### src/rtl/lbr_pkg.sv
package lbr_pkg;
  typedef enum logic [1:0] {
    OP_LL = 2'd0,
    OP_SC = 2'd1,
    OP_ST = 2'd2
  } lock_op_e;

  typedef enum logic [3:0] {
    S_IDLE,
    S_LL_ISS,
    S_LL_WAIT,
    S_SC_ISS,
    S_SC_WAIT,
    S_BACKOFF,
    S_HELD,
    S_REL_ISS,
    S_REL_WAIT
  } req_state_e;
endpackage

### src/rtl/lbr_lfsr.sv
module lbr_lfsr #(
  parameter int          W     = 8,
  parameter int          OUT_W = 2,
  parameter logic [W-1:0] SEED = 8'hA5,
  parameter logic [W-1:0] TAPS = 8'hB8
) (
  input  logic             clk,
  input  logic             rst_n,
  input  logic             en,
  output logic [OUT_W-1:0] rnd_o
);
  // a zero seed would lock the register, so force a nonzero one
  localparam logic [W-1:0] SEED_NZ = (SEED == '0) ? W'(1) : SEED;

  logic [W-1:0] s_q, s_d;

  always_comb begin
    s_d = {s_q[W-2:0], ^(s_q & TAPS)};
  end

  always_ff @(posedge clk or negedge rst_n) begin
    if (!rst_n) s_q <= SEED_NZ;
    else if (en) s_q <= s_d;
  end

  assign rnd_o = s_q[OUT_W-1:0];
endmodule

### src/rtl/lbr_backoff.sv
module lbr_backoff #(
  parameter int MAX_DELAY = 64,
  parameter int DLY_W     = $clog2(MAX_DELAY) + 1
) (
  input  logic             clk,
  input  logic             rst_n,
  input  logic             load_init,
  input  logic [DLY_W-1:0] init_val,
  input  logic             fail,
  input  logic             tick,
  output logic             expire,
  output logic [DLY_W-1:0] dly_o
);
  localparam logic [DLY_W:0] MAX_W = (DLY_W + 1)'(MAX_DELAY);

  logic [DLY_W-1:0] dly_q, dly_d, cnt_q, cnt_d, dbl_sat;
  logic [DLY_W:0]   dbl_w;
  logic             en;

  always_comb begin
    dbl_w   = {dly_q, 1'b0};
    dbl_sat = (dbl_w > MAX_W) ? MAX_W[DLY_W-1:0] : dbl_w[DLY_W-1:0];
    dly_d   = dly_q;
    cnt_d   = cnt_q;
    if (load_init) begin
      dly_d = init_val;
    end else if (fail) begin
      dly_d = dbl_sat;
      cnt_d = dbl_sat;
    end else if (tick && cnt_q != '0) begin
      cnt_d = cnt_q - 1'b1;
    end
  end

  assign en = load_init | fail | tick;

  always_ff @(posedge clk or negedge rst_n) begin
    if (!rst_n) begin
      dly_q <= '0;
      cnt_q <= '0;
    end else if (en) begin
      dly_q <= dly_d;
      cnt_q <= cnt_d;
    end
  end

  assign expire = (cnt_q == DLY_W'(1));
  assign dly_o  = dly_q;
endmodule

### src/rtl/lock_backoff_req.sv
module lock_backoff_req
  import lbr_pkg::*;
#(
  parameter int          DATA_W    = 8,
  parameter int          LOCK_VAL  = 1,
  parameter int          MAX_DELAY = 64,
  parameter bit          RAND_INIT = 1'b0,
  parameter int          RAND_BITS = 2,
  parameter int          LFSR_W    = 8,
  parameter logic [7:0]  LFSR_SEED = 8'hA5
) (
  input  logic              clk,
  input  logic              rst_n,
  input  logic              acq_req,
  input  logic              rel_req,
  output logic              acquired,
  output logic              cmd_valid,
  output logic [1:0]        cmd_op,
  output logic [DATA_W-1:0] cmd_wdata,
  input  logic              rsp_valid,
  input  logic [DATA_W-1:0] rsp_rdata,
  input  logic              rsp_sc_ok
);
  localparam int DLY_W = $clog2(MAX_DELAY) + 1;

  req_state_e       state_q, state_d;
  logic             load_init, fail, tick, expire;
  logic [DLY_W-1:0] init_val, dly_w;

  generate
    if (RAND_INIT) begin : g_rand
      logic [RAND_BITS-1:0] rnd;
      lbr_lfsr #(
        .W(LFSR_W), .OUT_W(RAND_BITS),
        .SEED(LFSR_W'(LFSR_SEED)), .TAPS(LFSR_W'(8'hB8))
      ) u_lfsr (
        .clk(clk), .rst_n(rst_n), .en(1'b1), .rnd_o(rnd)
      );
      assign init_val = DLY_W'(1) + DLY_W'(rnd);
    end else begin : g_fixed
      assign init_val = DLY_W'(1);
    end
  endgenerate

  lbr_backoff #(.MAX_DELAY(MAX_DELAY), .DLY_W(DLY_W)) u_backoff (
    .clk(clk), .rst_n(rst_n), .load_init(load_init), .init_val(init_val),
    .fail(fail), .tick(tick), .expire(expire), .dly_o(dly_w)
  );

  always_comb begin
    state_d   = state_q;
    load_init = 1'b0;
    fail      = 1'b0;
    tick      = 1'b0;
    cmd_valid = 1'b0;
    cmd_op    = OP_LL;
    cmd_wdata = '0;
    case (state_q)
      S_IDLE: if (acq_req) begin
        load_init = 1'b1;
        state_d   = S_LL_ISS;
      end
      S_LL_ISS: begin
        cmd_valid = 1'b1;
        cmd_op    = OP_LL;
        state_d   = S_LL_WAIT;
      end
      S_LL_WAIT: if (rsp_valid) begin
        state_d = (rsp_rdata == '0) ? S_SC_ISS : S_LL_ISS;
      end
      S_SC_ISS: begin
        cmd_valid = 1'b1;
        cmd_op    = OP_SC;
        cmd_wdata = DATA_W'(LOCK_VAL);
        state_d   = S_SC_WAIT;
      end
      S_SC_WAIT: if (rsp_valid) begin
        if (rsp_sc_ok) begin
          state_d = S_HELD;
        end else begin
          fail    = 1'b1;
          state_d = S_BACKOFF;
        end
      end
      S_BACKOFF: begin
        tick = 1'b1;
        if (expire) state_d = S_LL_ISS;
      end
      S_HELD: if (rel_req) state_d = S_REL_ISS;
      S_REL_ISS: begin
        cmd_valid = 1'b1;
        cmd_op    = OP_ST;
        state_d   = S_REL_WAIT;
      end
      S_REL_WAIT: if (rsp_valid) state_d = S_IDLE;
      default: state_d = S_IDLE;
    endcase
  end

  always_ff @(posedge clk or negedge rst_n) begin
    if (!rst_n) state_q <= S_IDLE;
    else        state_q <= state_d;
  end

  assign acquired = (state_q == S_HELD);
endmodule

### config.mk
export PLATFORM = sky130hd
export DESIGN_NAME = lock_backoff_req
export DESIGN_NICKNAME = d
export VERILOG_FILES = /design/src/rtl/lbr_pkg.sv /design/src/rtl/lbr_lfsr.sv /design/src/rtl/lbr_backoff.sv /design/src/rtl/lock_backoff_req.sv
export SDC_FILE = /design/constraint.sdc
export NUM_CORES = 1
export LEC_CHECK = 0
export BUFFER_PORTS_ARGS = -buffer_cell sky130_fd_sc_hd__buf_2
export CORE_MARGIN = 5
export CORE_UTILIZATION = 49
export CTS_CLUSTER_DIAMETER = 30
export CTS_CLUSTER_SIZE = 40
export DETAILED_ROUTE_END_ITERATION = 8
export PLACE_DENSITY = 0.86
export SLEW_MARGIN = 20
export SYNTH_ARGS = -nofsm -noshare
export SYNTH_HDL_FRONTEND = slang
export SYNTH_HIERARCHICAL = 1
export SYNTH_SLANG_ARGS = --single-unit
### constraint.sdc
create_clock -name clk -period 2.16 [get_ports clk]
set_clock_uncertainty 0.2 [all_clocks]
set_input_delay 0.54 -clock clk [delete_from_list [all_inputs] [get_ports clk]]
set_output_delay 0.54 -clock clk [all_outputs]
set_load 0.005 [all_outputs]
# Yosys cells after proc, flatten, opt, wreduce, memory -nomap -nowiden
# Cells that the tools add are included.
# word_totals
output_inout_bits	12
regBits	18
wordCells	56
input_bits	14
# op_classes
n_reduce_logical	10
order_cmp	1
eq_ne	15
n_mux	23
bitwise_logic	3
addsub	1
# ops
op	count
case mux 4 bit (9 select lines)	1
2-to-1 mux 7 bit	5
2-to-1 mux 4 bit	6
== test 4 x 3 -> 1 bit (second input constant)	4
!= test 2 bit (second input constant)	6
== test 4 x 2 -> 1 bit (second input constant)	2
greater-than comparator 8 x 7 -> 1 bit (second input constant)	1
logical NOT 8 bit	1
2-to-1 mux 1 bit	8
== test 7 x 1 -> 1 bit (second input constant)	1
nonzero test 7 bit	1
subtractor 7 x 1 -> 7 bit (second input constant)	1
AND reduction 6 bit	1
== test 4 x 1 -> 1 bit (second input constant)	1
== test 4 bit (second input constant)	1
logical NOT 4 bit	1
2-to-1 mux 2 bit	2
case mux 2 bit (2 select lines)	1
nonzero test 2 bit	2
AND reduction 3 bit	1
OR reduction 3 bit	1
OR 1 bit	2
AND reduction 2 bit	1
logical AND 1 bit	1
inverter 1 bit	1

# Longest topological paths before layout
# Gate-level depths: netlist (run 1).
# depth
word_depth	6
depth_mapped	8
ltp_nobuf	7

# By module
# Netlist (run 1), hierarchy kept.
# modules_own_cells
module	instances	seq_area_each_um2	cells_each	area_per_inst_um2
lbr_backoff	1	350.3	87	803.3
lock_backoff_req	1	100.1	58	474.2

# Worst setup path after synthesis (run 1)
# Ideal clock, no wire load.
# synth_path
path_type	register to register
startpoint	register state_q[3]
endpoint	register u_backoff.cnt_q[1]
path_buffers	1
setup_time_ns	0.125
path_slack_ns	-0.234
t_arrival_ns	2.069
t_required_ns	1.835
stages_incl_launch_ff	8
synth_period_minus_slack_ns	2.394
cell_sequence	dfrtp_1 > buf_2 > nand2b_1 > nor2_1 > and3_1 > or3b_2 > o221ai_4 > mux2_4
# synth_via
elab_chain_len	5
word_cells_on_any_way	13
classes_between	2 x eq/ne; 4 x mux; 3 x bitwise; 4 x reduce/logical
# synth_lines
element	line_no	text
from (decl)	lock_backoff_req.sv:26	req_state_e state_q, state_d;
from (signal assigned)	lock_backoff_req.sv:102	else state_q <= state_d;
== test 4 x 3 -> 1 bit *	lock_backoff_req.sv:58	case (state_q)
2-to-1 mux 1 bit *	lock_backoff_req.sv:58	
net fail	lock_backoff_req.sv:27	logic load_init, fail, tick, expire;
OR 1 bit (2 in series)	lbr_backoff.sv:35	assign en = load_init | fail | tick;
AND reduction 3 bit (no source line)	n/a	
to (signal assigned)	lbr_backoff.sv:43	cnt_q <= cnt_d;
to (decl)	lbr_backoff.sv:16	logic [DLY_W-1:0] dly_q, dly_d, cnt_q, cnt_d, dbl_sat;
# The timed path passes the listed nets; every way through them passes the cells marked *.
# A chain may end at the register's enable or synchronous reset.

# Final worst setup path (run 1)
# layout_path
startpoint	register u_backoff.cnt_q[3]
endpoint	register state_q[1]
# layout_via
elab_chain_len	3
# layout_lines
element	line_no	text
== test 7 x 1 -> 1 bit	lbr_backoff.sv:47	assign expire = (cnt_q == DLY_W'(1));
net expire	lock_backoff_req.sv:27	
!= test 2 bit (no source line)	n/a	
AND reduction 6 bit (no source line)	n/a	
# The timed path passes the listed nets, and every way through them passes these cells.

==> results.cfg, run 1 <==
[final_layout]
fin_area_um2 = 1610
drive_gt1_frac = 0.333
diodes = 0
fillers = 200
fin_util = 0.649
nets = 204
area_delta_synth_final_pct = 25.9

[placed_design]
place_area_um2 = 1490
io_buffers = 18
pre_cts_slack_ps = -22.7
finalWeightedCongestion = 0.891
dp_hpwl_um = 2480

[logic_synthesis]
avgSynthCellArea_um2 = 8.81
async_flop_share = 1.00
synth_cell_types = 42
netlist_area_um2 = 1280
synth_top_area_cell = dfrtp_1
synth_flop_cell = dfrtp_1
synthTopCellsByArea = dfrtp_1 35%, o21ai_0 7.1%, buf_4 4.7%, a22oi_1 4.1%, nand2_1 4.1%
syn_inst = 145
yosys_warnings = 6
netlist_top_cells_count = 18 x dfrtp_1, 18 x o21ai_0, 14 x nand2_1
yosysSeqAreaShare = 0.353
ys_seq_elements = 18
netlist.area_leader.share = 0.353
synth-edff-count = 0

[setup_path]
critPathArrivalTime_ps = 2140
crit_required_ps = 2150
end_kind = flip-flop
worstSetupStartpointType = flip-flop
crit_family = simple AND/OR/NAND/NOR gates
path_max_fanout = 4
crit_slowest_cell = or4_4
timing_worst_setup_path_type = flip-flop to flip-flop
path_cells = or4_4 -> nor2_4 -> and2_4 -> inv_2 -> a31oi_4 -> o311ai_4 -> mux2_4
worst-path-buf-inv = 1
crit_path_max_incr_delay_ps = 560

[floorplan]
start_util = 0.516
core_area_um2 = 2480
dieArea_um2 = 3730
std_cell_rows = 18
die_y_um = 61.1
die_w_um = 61.1
io_pins = 26

[timing]
slew_viol_final = 0
hold_viol_final = 0
clock.fmax_mhz = 464
setup_violations = 0
period_share = 0.998
finalCriticalPeriod_ps = 2150
setup_slack_ps = 5.30
grt_setup_unrepaired = yes
tns_ps = 0

[hold_path]
hold_path.class = flip-flop to flip-flop

[clock_tree]
clk_latency_ps = 290
clockRootBuffer = clkbuf_4
cts_htree_levels = 1
clock_path_buffers = 2
cts_sinks = 18
cts_tree = built
cts_made_buffers = 3
path_clk_slew_ps = 100

[drt]
drt-total-wl_um = 3260
via_count = 1200
drtAntennaViolNets = 0
drc = 0
drt_iter0_drc = 60
routed_via_density = 5.56
wl_per_cell_um = 15.1
firstDrtPassIters = 4

[outcome]
status = finished clean

[power_and_ir_drop]
p_leak_nw = 0.777
ir_drop_mv = 0.376
p_per_area_nw_per_um2 = 355
power_mw = 0.570

[job]
max_cap_viol_count = 0

[global_route]
grt_max_degree = 19
overflow = 0
grt_pass1_wl_um = 5210
grt_usage = 0.186
antenna_found_initial = 0
grt_pass1_vias = 1189
timing repair:
action                                  CTS  global route
gates resized for setup                   3             8
hold buffers                              1             0
buffers inserted                          0             5
endpoints found under the hold margin    18             0
endpoints found under the setup margin    2            17
worst register-to-register path, delay by kind of cell (launching register included):
family | cells | cell delay, ps
buffers and inverters | 1 | 40
muxes | 1 | 320
AOI/OAI and AO/OA | 2 | 280
DFF | 1 | 400
and+or+nand+nor | 3 | 820
metal layers:
layer  part of all wire  track usage
met1               0.39        0.215
met2               0.55        0.340
met3              0.048       0.0273
met4              0.010       0.0774
met5                  0            0
registers in the layout, summed over array words and instances (netlist names):
register and cells:
u_backoff/dly_o 7, u_backoff/cnt_q 7, state_q 4
power by group:
part | switching [mW] | total [mW] | internal [mW] | leakage [nW]
clock | 0.104 | 0.206 | 0.103 | 0.0210
combinational | 0.0165 | 0.0269 | 0.0104 | 0.517
sequential | 0 | 0.337 | 0.337 | 0.239
total | 0.120 | 0.570 | 0.450 | 0.777
kinds of logic (layout without fill, tap and decap cells):
| logic type | Yosys count | in the layout | synth area share |
|---|---|---|---|
| and+or+nand+nor | 56 | 56 | 0.239 |
| AOI/OAI and AO/OA | 44 | 44 | 0.247 |
| DFF | 18 | 18 | 0.353 |
| buffers and inverters | 18 | 47 | 0.0872 |
| adders and majority gates | 3 | 3 | 0.0294 |
| muxes | 3 | 3 | 0.0323 |
| other | 2 | 14 | 0.00588 |
| xor gates and xnor gates | 1 | 1 | 0.00686 |
cell usage in the layout, fill, tap and decap left out, drive strengths merged, types with 2 or more instances in the layout:
cell type  Yosys  layout
buf           11      37
o21ai         19      19
dfrtp         18      18
nand2         14      14
conb           2      14
nor2          13      13
a22oi          7       7
a21oi          6       6
nor3           5       5
inv            5       5
nand2b         5       5
nor4           4       4
and2           4       4
clkbuf         2       4
nand3          3       3
ha             3       3
mux2           3       3
a31oi          2       2
nor3b          2       2
layout make-up:
type / instances / area, µm² / share of cell area
Clock buffer: 4 / 36.3 / 0.0226
Inverter: 5 / 18.8 / 0.0117
Multi-Input combinational cell: 121 / 816 / 0.507
Sequential cell: 18 / 453 / 0.282
Tap cell: 30 / 37.5 / 0.0233
Timing Repair Buffer: 38 / 246 / 0.153
path summary, 6_finish.rpt:
kind	startpoint	to	slack, ps	depth (start not counted)
worst min register to register	u_backoff/dly_o[0]	u_backoff/dly_o[0]	350	2
worst max-delay path	u_backoff/cnt_q[3]	state_q[1]	5	7
worst min-delay path	u_backoff/dly_o[0]	u_backoff/dly_o[0]	350	2
worst max register to register	u_backoff/cnt_q[3]	state_q[1]	5	7
max in group asynchronous	rst_n	state_q[1]	960	2
min in group asynchronous	rst_n	u_backoff/dly_o[4]	500	2
stage by stage:
stage	std cells	hold slack, ps
2_1_floorplan	157	44.4
3_3_place_gp	206	287
3_5_place_dp	206	291
4_1_cts	211	362
5_1_grt	216	407
6_report	216	353
Note: power is estimated with default switching activity, not from simulation.
==> inputs of run 2 (changes only) <==
--- a/config.mk
+++ b/config.mk
@@ -13,3 +13,5 @@
 export DETAILED_ROUTE_END_ITERATION = 8
+export GPL_TIMING_DRIVEN = 0
 export PLACE_DENSITY = 0.86
+export RECOVER_POWER = 50
 export SLEW_MARGIN = 20
==> constraint.sdc (replaced) <==
create_clock -name clk -period 2.16 [get_ports clk]
set_clock_uncertainty 0.2 [all_clocks]
set_input_delay 0.108 -clock clk [delete_from_list [all_inputs] [get_ports clk]]
set_output_delay 0.108 -clock clk [all_outputs]
set_load 0.005 [all_outputs]
==> run 2 against run 1 <==
Against the previous run: the run now ends with setup timing left; wire length rose by 9.5%; maximum frequency fell by 1.5%; first-iteration DRC count fell by 3.3%; sequential share of layout area fell by 2.5 points; critical path depth did not move; largest power group unchanged.
==> results.cfg, run 2 (synthesis gave the netlist of run 1 again) <==
[setup_path]
crit_family = simple AND/OR/NAND/NOR gates
reg2reg_slack_ps = -30
cp.depth = 7
path_cells = or4_4 -> nor2_4 -> and2_4 -> inv_4 -> a31oi_4 -> o311ai_4 -> mux2_4
timing.rr.start = u_backoff/cnt_q[5]
crit_slowest_cell = or4_4
timing.rr.end = state_q[1]
worstSetupEndpoint = state_q[1]
r2r_cells = 7
timing_worst_setup_path_type = flip-flop to flip-flop
crit_start = u_backoff/cnt_q[5]
crit_path_max_incr_delay_ps = 560
worstSetupStartpointType = flip-flop
critPathArrivalTime_ps = 2180
crit_required_ps = 2150
path_max_fanout = 4
end_kind = flip-flop
worst-path-buf-inv = 1

[outcome]
status = finished, violations left
violations = setup timing

[clock_tree]
cts_sinks = 18
clockRootBuffer = clkbuf_4
path_clk_slew_ps = 120
cts_htree_levels = 1
cts_tree = built
cts_made_buffers = 3
clock_path_buffers = 2
clk_latency_ps = 300

[power_and_ir_drop]
p_leak_nw = 0.875
p_per_area_nw_per_um2 = 336
power_mw = 0.594
ir_drop_mv = 0.408

[final_layout]
layout_commonest_cell = buf_4
fin_area_um2 = 1770
multiInputGateArea_um2 = 836
final-instance-count-excl-fill = 232
fillers = 198
regArea_um2 = 454
layout_common_cells = 29 x buf_4, 17 x buf_2, 15 x dfrtp_1
fin_util = 0.714
area_delta_synth_final_pct = 38.5
nets = 220
diodes = 0
drive_gt1_frac = 0.406

[drt]
drt-total-wl_um = 3570
firstDrtPassIters = 6
drtAntennaViolNets = 0
via_count = 1289
routed_via_density = 5.56
drt_iter0_drc = 58
wl_per_cell_um = 15.4
drc = 0

[job]
max_cap_viol_count = 0

[floorplan]
core_area_um2 = 2480
start_util = 0.516
dieArea_um2 = 3730
die_y_um = 61.1
io_pins = 26
die_w_um = 61.1
std_cell_rows = 18

[timing]
period_share = 1.01
clock.fmax_mhz = 457
setup_violations = 1
slew_viol_final = 0
max_slew.worst_pin.slew_ps = 1000
finalCriticalPeriod_ps = 2190
tns_ps = -27.7
grt_setup_unrepaired = yes
hold_viol_final = 0
setup_slack_ps = -27.7
slew_headroom = 0.332

[placed_design]
finalWeightedCongestion = 0.891
place_area_um2 = 1480
dp_hpwl_um = 2290
io_buffers = 18
dpl.cell_count = 205

[global_route]
grt_max_degree = 19
grt_pass1_wl_um = 5420
antenna_found_initial = 0
grt_usage = 0.198
grt_pass1_vias = 1216
overflow = 0

[hold_path]
hold_path.class = input port to flip-flop
hold_depth = 4
-- run 2: layer usage --
metal  share of wire  global-route usage
met1            0.36               0.221
met4           0.027              0.0805
met5               0                   0
met2            0.55               0.369
met3           0.061              0.0335
-- run 2: how the worst min path moves through the flow --
stage                     slack, ps      start                 end
after floorplan                -390      rst_n          state_q[0]
after global routing             80  rsp_sc_ok          state_q[0]
after detailed placement       -140      rst_n  u_backoff/cnt_q[5]
final                            50  rsp_sc_ok          state_q[0]
after CTS                        30  rsp_sc_ok          state_q[0]
after global placement         -140      rst_n  u_backoff/cnt_q[3]
-- run 2: repair_timing --
item | 4_1_cts | 5_1_grt
setup buffers | 10 | 12
hold endpoints to repair | 18 | 0
gates resized for setup | 12 | 20
pin swaps | 2 | 4
hold buffers | 1 | 0
endpoints found under the setup margin | 14 | 13
gates cloned | 0 | 0
-- run 2: per-stage QoR --
stage	hold slack, ps	setup WS, ps
floorplan	-388	-41.1
detailed placement	-138	-314
CTS	31.7	-19.4
global route	77.9	-75.3
global placement	-144	-254
finish	52.5	-27.7
-- run 2: where the power goes --
part	total [mW]	switching, mW	leakage [nW]	internal [mW]
logic	0.0365	0.0185	0.615	0.0181
registers	0.337	0	0.239	0.337
clock network	0.220	0.117	0.0210	0.103
total	0.594	0.136	0.875	0.458
-- run 2: cell type report --
class / instances / share of cell area
Buffer: 13 / 0.0636
Clock buffer: 4 / 0.0205
Inverter: 5 / 0.0120
Multi-Input combinational cell: 121 / 0.472
Sequential cell: 18 / 0.257
Tap cell: 30 / 0.0212
Timing Repair Buffer: 41 / 0.153
-- run 2: worst reg2reg max path: stages, from the launching register on --
cell      delay (ps)
dfrtp_1          420
or4_4            560
nor2_4           110
and2_4           160
inv_4             40
a31oi_4          140
o311ai_4         140
mux2_4           330
==> inputs of run 3 (changes only) <==
Settings changed: CAP_MARGIN from default to 20, REMOVE_ABC_BUFFERS from default to 1.
==> run 3 against run 2 <==
Against the previous run: the run still ends with setup timing left; sequential share of layout area increased by 2.3 points; maximum frequency decreased by 2.7%; sequential power about the same; global-route usage decreased by 2.1 points; via count increased by 0.93%; total power decreased by 10%; combinational power decreased by 28%; first-iteration DRC count increased by 140%; final cell count decreased by 6.0%; die area unchanged; critical path type unchanged; critical endpoint unchanged.
==> results.cfg, run 3 (synthesis gave the netlist of run 1 again) <==
[final_layout]
layout_commonest_cell = buf_4
fillers = 175
diodes = 0
drive_gt1_frac = 0.362
nets = 207
area_delta_synth_final_pct = 27.4
layout_common_cells = 21 x buf_4, 17 x o21ai_0, 17 x buf_2
fin_util = 0.657

[floorplan]
start_util = 0.516
std_cell_rows = 18
dieArea_um2 = 3730
io_pins = 26
core_area_um2 = 2480
die_y_um = 61.1
die_w_um = 61.1

[clock_tree]
path_clk_slew_ps = 110
cts_htree_levels = 1
clock_path_buffers = 2
clockRootBuffer = clkbuf_4
cts_tree = built
cts_made_buffers = 3
clk_latency_ps = 290
cts_sinks = 18

[drt]
firstDrtPassIters = 5
drtAntennaViolNets = 0
drt-total-wl_um = 3630
routed_via_density = 5.97
drc = 0
wl_per_cell_um = 16.7
drt_iter0_drc = 137
via_count = 1301

[global_route]
grt_pass1_vias = 1128
antenna_found_initial = 0
grt_pass1_wl_um = 5010
grt_usage = 0.177
overflow = 0
grt_max_degree = 19

[timing]
clock.fmax_mhz = 445
setup_violations = 4
period_share = 1.04
whs_ps = 58.7
setup_slack_ps = -89.5
hold_viol_final = 0
slew_headroom = 0.331
slew_viol_final = 0
max_slew.worst_pin.slew_ps = 1000
finalCriticalPeriod_ps = 2250
grt_setup_unrepaired = yes

[setup_path]
crit_start = u_backoff/cnt_q[4]
end_kind = flip-flop
path_max_fanout = 4
path_cells = or4_4 -> nor2_4 -> and2_4 -> inv_4 -> a31oi_4 -> o311ai_4 -> mux2_4
timing.rr.start = u_backoff/cnt_q[4]
worst-path-buf-inv = 1
worstSetupStartpointType = flip-flop
crit_path_max_incr_delay_ps = 570
timing_worst_setup_path_type = flip-flop to flip-flop
crit_family = simple AND/OR/NAND/NOR gates
crit_required_ps = 2140
crit_slowest_cell = or4_4
critPathArrivalTime_ps = 2230

[placed_design]
dp_hpwl_um = 1900
io_buffers = 18
finalWeightedCongestion = 0.849

[hold_path]
hold_path.class = input port to flip-flop
worstHoldStart = rsp_sc_ok

[power_and_ir_drop]
ir_drop_mv = 0.270
p_leak_nw = 0.778
p_per_area_nw_per_um2 = 327

[job]
max_cap_viol_count = 0

[outcome]
violations = setup timing
status = finished, violations left
-- run 3: cell types whose count changed in the layout (fill, tap and decap cells not counted), sizes merged --
cell,change
buf,-11
clkbuf,-3
-- run 3: worst register-to-register path, stage by stage (launching register included) --
cell      delay, ps
dfrtp_1         420
or4_4           570
nor2_4          120
and2_4          160
inv_4            40
a31oi_4         190
o311ai_4        130
mux2_4          320
-- run 3: cell type report --
cell class,instances,area (µm²),area share
tap,30,37.5,0.0231
timing repair buffer,41,268,0.164
multi-input combinational,121,823,0.506
clock buffer,3,22.5,0.0138
inverter,5,21.3,0.0131
sequential,18,455,0.280
-- run 3: path summary, 6_finish.rpt --
check / cells past startpoint / slack, ps / to
setup / recovery: 7 / -90 / state_q[1]
hold / removal: 4 / 60 / state_q[0]
setup reg to reg: 7 / -90 / state_q[1]
hold reg to reg: 2 / 350 / u_backoff/dly_o[0]
max in group asynchronous: 2 / 790 / state_q[2]
min in group asynchronous: 2 / 300 / u_backoff/cnt_q[5]
-- run 3: timing repair --
item | CTS | global route
buffers inserted | 14 | 8
gates cloned | 0 | 0
hold buffers | 1 | 0
hold endpoints to repair | 18 | 0
pin swaps | 7 | 5
setup endpoints to repair | 17 | 10
resized for setup | 15 | 8
-- run 3: where the power goes --
group,switching [mW],total [mW],internal (mW)
Sequential,0,0.337,0.337
Combinational,0.0160,0.0261,0.0101
Clock,0.105,0.170,0.0648
Total,0.121,0.533,0.412
-- run 3: stage by stage --
step	cell area (µm²)	power, mW	setup TNS [ps]	cells	setup WS, ps
6_report	1630	0.533	-184	218	-89.5
5_1_grt	1630	0.554	-618	218	-134
4_1_cts	1540	0.523	-43.8	210	-43.8
3_5_place_dp	1360	0.367	-6780	192	-612
3_3_place_gp	1360	0.367	-5490	192	-530
2_1_floorplan	1230	0.349	-1480	144	-314
-- run 3: metal layers --
layer,track usage,share of wire,vias up
met5,0,0,-
met3,0.0147,0.055,24
met2,0.311,0.50,75
met4,0.0743,0.053,0
li1,-,-,596
met1,0.222,0.39,606
